[src/rtl/cnt_pkg.sv]
`timescale 1ns/1ps
package cnt_pkg;
  typedef enum logic [1:0] {
    OP_HOLD  = 2'd0,
    OP_COUNT = 2'd1,
    OP_LOAD  = 2'd2
  } stage_op_e;
endpackage

[src/rtl/cnt_stage_ctl.sv]
`timescale 1ns/1ps
module cnt_stage_ctl
  import cnt_pkg::*;
(
  input  logic      ld_n,
  input  logic      en_p,
  input  logic      en_t,
  output stage_op_e op
);
  // Load wins over counting; counting needs both enables.
  always_comb begin
    if (!ld_n)              op = OP_LOAD;
    else if (en_p && en_t)  op = OP_COUNT;
    else                    op = OP_HOLD;
  end
endmodule

[src/rtl/cnt_stage.sv]
`timescale 1ns/1ps
module cnt_stage
  import cnt_pkg::*;
#(
  parameter int W = 4
) (
  input  logic         clk,
  input  logic         clr_n,
  input  logic         ld_n,
  input  logic         en_p,
  input  logic         en_t,
  input  logic [W-1:0] d,
  output logic [W-1:0] q,
  output logic         rco
);
  stage_op_e op;

  cnt_stage_ctl u_ctl (
    .ld_n (ld_n),
    .en_p (en_p),
    .en_t (en_t),
    .op   (op)
  );

  always_ff @(posedge clk or negedge clr_n) begin
    if (!clr_n) begin
      q <= '0;
    end else begin
      case (op)
        OP_LOAD:  q <= d;
        OP_COUNT: q <= q + 1'b1;
        default:  q <= q;
      endcase
    end
  end

  // Terminal count, gated by T only, so stages chain without extra logic.
  assign rco = en_t & (&q);
endmodule

[src/rtl/cascade_counter.sv]
`timescale 1ns/1ps
module cascade_counter #(
  parameter int STAGE_W    = 4,
  parameter int NUM_STAGES = 2,
  localparam int TOT_W     = STAGE_W * NUM_STAGES
) (
  input  logic             clk,
  input  logic             clr_n,
  input  logic             ld_n,
  input  logic [TOT_W-1:0] load_data,
  input  logic             en_p,
  input  logic             en_t,
  output logic [TOT_W-1:0] count,
  output logic             carry_out
);
  logic [NUM_STAGES:0] t_chain;

  assign t_chain[0] = en_t;

  for (genvar i = 0; i < NUM_STAGES; i++) begin : g_stage
    cnt_stage #(.W(STAGE_W)) u_stage (
      .clk   (clk),
      .clr_n (clr_n),
      .ld_n  (ld_n),
      .en_p  (en_p),
      .en_t  (t_chain[i]),
      .d     (load_data[i*STAGE_W +: STAGE_W]),
      .q     (count[i*STAGE_W +: STAGE_W]),
      .rco   (t_chain[i+1])
    );
  end

  assign carry_out = t_chain[NUM_STAGES];
endmodule

[config.mk]
export PLATFORM = sky130hd
export DESIGN_NAME = cascade_counter
export DESIGN_NICKNAME = d
export VERILOG_FILES = /design/src/rtl/cnt_pkg.sv /design/src/rtl/cnt_stage_ctl.sv /design/src/rtl/cnt_stage.sv /design/src/rtl/cascade_counter.sv
export SDC_FILE = /design/constraint.sdc
export NUM_CORES = 1
export LEC_CHECK = 0
export ABC_AREA = 1
export BUFFER_PORTS_ARGS = -buffer_cell sky130_fd_sc_hd__buf_4
export CORE_AREA = 2 2 39 41
export CTS_BUF_LIST = sky130_fd_sc_hd__clkbuf_4
export CTS_CLUSTER_SIZE = 20
export DETAILED_ROUTE_END_ITERATION = 10
export DIE_AREA = 0 0 41 43
export MAX_ROUTING_LAYER = met4
export PLACE_DENSITY = 0.7
export SYNTH_ARGS = -nofsm -noshare
export SYNTH_HDL_FRONTEND = slang
export SYNTH_SLANG_ARGS = --single-unit
[constraint.sdc]
create_clock -name clk -period 1.6 [get_ports clk]
set_input_delay 0.08 -clock clk [delete_from_list [all_inputs] [get_ports clk]]
set_output_delay 0.08 -clock clk [all_outputs]
set_load 0.02 [all_outputs]
* After elaboration in Yosys (flattened, before gate mapping) *
Cells that the tools add are included.

operators by class
  add/subtract/negate cells = 2
  eq/ne operators = 4
  multiplexer cells = 6
  bitwise operators = 2
  reduce and logical (&&, ||, !) cells = 6

operator list
  operator                                                                number
  4-bit one-hot mux with 2 select lines                                   2
  4-bit by 1-bit adder with 4-bit output (second input constant)          2
  4-bit AND reduction                                                     2
  2-bit by 1-bit equality test with 1-bit output (second input constant)  2
  2-bit equality test (second input constant)                             2
  2-bit two-way mux                                                       2
  2-bit nonzero test                                                      2
  1-bit bitwise AND                                                       2
  1-bit logical AND                                                       2
  1-bit two-way mux                                                       2

word-level totals
  register bits after elaboration = 8
  output and inout bits = 9

* Depth between registers and ports, before layout *
  depth in word-level cells = 7
  gate-level depth with buffers = 7
  depth with buffers taken out = 7

* Modules after synthesis *
A second synthesis with hierarchy kept.

unflattened totals
  cell total of the unflattened synthesis = 80
  area total of the unflattened synthesis = 540.5 sq um

modules (own cells, without submodules)
  module         instances  cells each  area each (sq um)  sequential area each (sq um)
  cnt_stage      2          37          256.5              100.1
  cnt_stage_ctl  2          3           13.8               0.0

* Least setup slack after synthesis *
No wires, ideal clock.

  kind = flip-flop to output port
  start = register g_stage[0].u_stage.q[0]
  end = output carry_out
  data arrival time = 1.314 ns
  data required time = 1.520 ns
  setup slack = 0.206 ns
  cell stages (with the launch flop) = 4
  buffers on the path = 0
  cells stage by stage = dfrtp_1 > ha_1 > nand2_2 > nor3_1

on the way
  longest elaborated chain between the ends = 3

RTL lines
  what                            line                   RTL
  start: declaration              cnt_stage.sv:13        output logic [W-1:0] q,
  start signal: assignment        cnt_stage.sv:31        OP_COUNT: q <= q + 1'b1;
  start signal: assignment        cnt_stage.sv:32        default: q <= q;
  4-bit AND reduction             cnt_stage.sv:38        assign rco = en_t & (&q);
  1-bit bitwise AND (2 in a row)  cnt_stage.sv:38
  end: declaration                cascade_counter.sv:14  output logic carry_out

No other way between the ends.

* Worst setup path in the final report *
Same ends and word-level chain as after synthesis.

==> flow_metrics.tcl <==
set metrics [dict create \
    globalRoute.totalOverflow 0 \
    floorplan.initialDensity_pct 40.3 \
    die_area_um2 1760 \
    worst_pin_slew_ps 272 \
    wl_mm 1.24 \
    synth.yosys.warnings 0 \
    synth_most_common_cell "nand2_1" \
    die-width_um 41 \
    cts-htree-levels 1 \
    routed-via-count 560 \
    clockRootBuffer "clkbuf_4" \
    setup_buffers_after_cts 0 \
    number_of_global_route_vias_before_repair 523 \
    r2r_setup_slack_ps 360 \
    worst_hold_startpoint "load_data[7]" \
    report.final.hold_viol_count 0 \
    grt_pass1_wl_mm 2.17 \
    hold_class "input port to flop" \
    grt_max_degree 12 \
    worst_clock_skew_ps 8.39 \
    area_growth_syn_to_layout_pct 35.7 \
    numCtsBuffers 3 \
    finalCoreUtilization_pct 54.7 \
    largest_register_ffs 8 \
    yosys_register_bits 8 \
    largest_registers "g_stage.u_stage.q (8)" \
    detail-route-antenna-nets 0 \
    worstReg2RegEnd "g_stage[1].u_stage.q[2]" \
    drv_cap 0 \
    holdPathStages 3 \
    postSynthAreaPerCell_um2 8.09 \
    place_ws_ps 351 \
    netlist_top_cells_area "dfrtp_1, nand2_1, nand3_1" \
    io-pin-count 22 \
    syn_area_um2 558 \
    grt_util_all_layers_pct 19.0 \
    dp_hpwl_um 960 \
    postSynth.asyncResetShare_pct 100 \
    final.period_utilization_pct 87.7 \
    crit_path_start "g_stage[0].u_stage.q[0]" \
    reg2reg_from "g_stage[0].u_stage.q[0]" \
    setup.worst_path.class "flop to output port" \
    row_count 14 \
    worst_slew_margin_rel_pct 81.8 \
    place.port_buffers 21 \
    clock_path_buffers 2 \
    worstSetupStartpointType "flop" \
    register_with_the_most_flip_flops "g_stage.u_stage.q" \
    floorplan.die.height_um 43 \
    vias_per_cell 5.14 \
    achievable-frequency_ghz 0.713 \
    final_setup_violating_endpoints 0 \
    leakage_power_nw 0.399 \
    post-route-drc-count 0 \
    clk-insertion-delay-late_ps 260 \
    critical_path.endpoint_type "output port" \
    cts_tree "yes" \
    drive_gt1_share_pct 43.0 \
    design.core.area_um2 1380 \
    gp_congestion 0.723 \
    drt_first_iter_violations 20 \
    grt_setup_unrepaired "no" \
    worst_ep_arrival_time_ps 1320 \
    status "finished, final reports clean" \
    grt_antenna_before_repair 0 \
    report.final.slew_viol_count 0 \
    layout_min_cycle_time_ps 1400 \
    mappedNetlistNets 84 \
    drt-wirelength-per-cell_um 11.4 \
    synth.cells.most_frequent "nand2_1, nand3_1, dfrtp_1, nand2_2" \
    worst_setup_path_endpoint "carry_out" \
    insertedDiodeCount 0 \
    yosysTopAreaCellShare_pct 35.9 \
    finalWorstSetupSlack_ps 197 \
    ys_dominant_reg_cell "dfrtp_1" \
    required_ps 1520 \
    synthDominantAreaCellType "dfrtp_1" \
    power_density_nw_per_um2 774 \
    netlist-cell-type-count 20 \
    clock_sink_count 8 \
    hold-worst-slack_ps 33.7 \
    reg2reg_depth 7 \
    firstDrtPassIters 2 \
    clkSlewWorstSetupHoldPaths_ps 60 \
    vdd_ir_drop_max_v 0.000558 \
    design.final.nets 110 \
    postSynthCellCount 69 \
    number_of_synthesized_flops_with_an_enable_pin 0 \
    synth-seq-area-share_pct 35.9 \
    crit_path_max_fanout 5 \
    finalSetupTns_ps 0 \
]
==> logic make-up after synthesis <==
family | synth area share, %
XOR/XNOR | 1.57
flip-flops | 35.9
AO/OA/AOI/OAI | 3.14
buffers and inverters | 6.05
adder cells (fa/ha/maj) | 4.48
AND/OR/NAND/NOR | 48.9
==> timing repair <==
action | in CTS | in global routing
endpoints found under the hold margin | 8 | 0
hold buffers | 1 | 0
gates resized for setup | 0 | 0
==> report_power, final <==
group / total, mW / switching, mW / leakage [nW] / internal (mW)
clock: 0.158 / 0.0723 / 0.0138 / 0.0861
sequential: 0.253 / 0.0292 / 0.0973 / 0.223
combinational: 0.175 / 0.0948 / 0.287 / 0.0804
==> cell type report <==
| class | instances | area (µm²) |
|---|---|---|
| fillers | 131 | 627 |
| multi-input cells | 54 | 324 |
| flip-flops and latches | 8 | 200 |
| repair buffers | 22 | 168 |
| clock buffers | 3 | 22.5 |
| inverters | 6 | 22.5 |
| well taps | 16 | 20.0 |
==> layer usage <==
metal,wire length [µm],up-vias,track usage (%)
li1,-,278,-
met1,510,262,23.5
met2,616,18,26.6
met3,105,2,9.42
met4,11,0,6.00
met5,0,-,-
==> worst min-delay path by stage <==
stage / to / slack, ps
after global routing: g_stage[0].u_stage.q[2] / 50
after floorplan: g_stage[0].u_stage.q[0] / -220
after CTS: g_stage[1].u_stage.q[3] / 30
final: g_stage[1].u_stage.q[3] / 30
after detailed placement: g_stage[1].u_stage.q[1] / -90
after global placement: g_stage[1].u_stage.q[1] / -90
==> worst max-delay path: stages (launching register included) <==
cell and delay, ps:
dfrtp_1 410, ha_1 200, nand2_2 100, nor3_1 200, buf_4 170
==> stage by stage <==
stage / area [µm²] / std cells / power (mW)
after floorplan: 558 / 69 / 0.353
after global placement: 724 / 105 / 0.430
after detailed placement: 724 / 105 / 0.431
after CTS: 757 / 109 / 0.595
after global routing: 757 / 109 / 0.628
final: 757 / 109 / 0.586
==> placed cells by master, fill, tap and decap left out <==
cell and n:
ha_1 2, dlygate4sd3_1 1, xor2_1 1, nor2_1 1, dfrtp_1 8, nor2_8 1
o21ai_2 1, nand4_1 3, or2_2 1, a21oi_2 1, nand3_2 4, nor3_1 1
buf_4 21, nor2_2 1, inv_1 4, nand2_2 5, clkinv_1 1, nand3_1 11
inv_2 1, clkbuf_4 3, nand2_1 20, nor2_4 1
(Power assumes the default switching activity.)
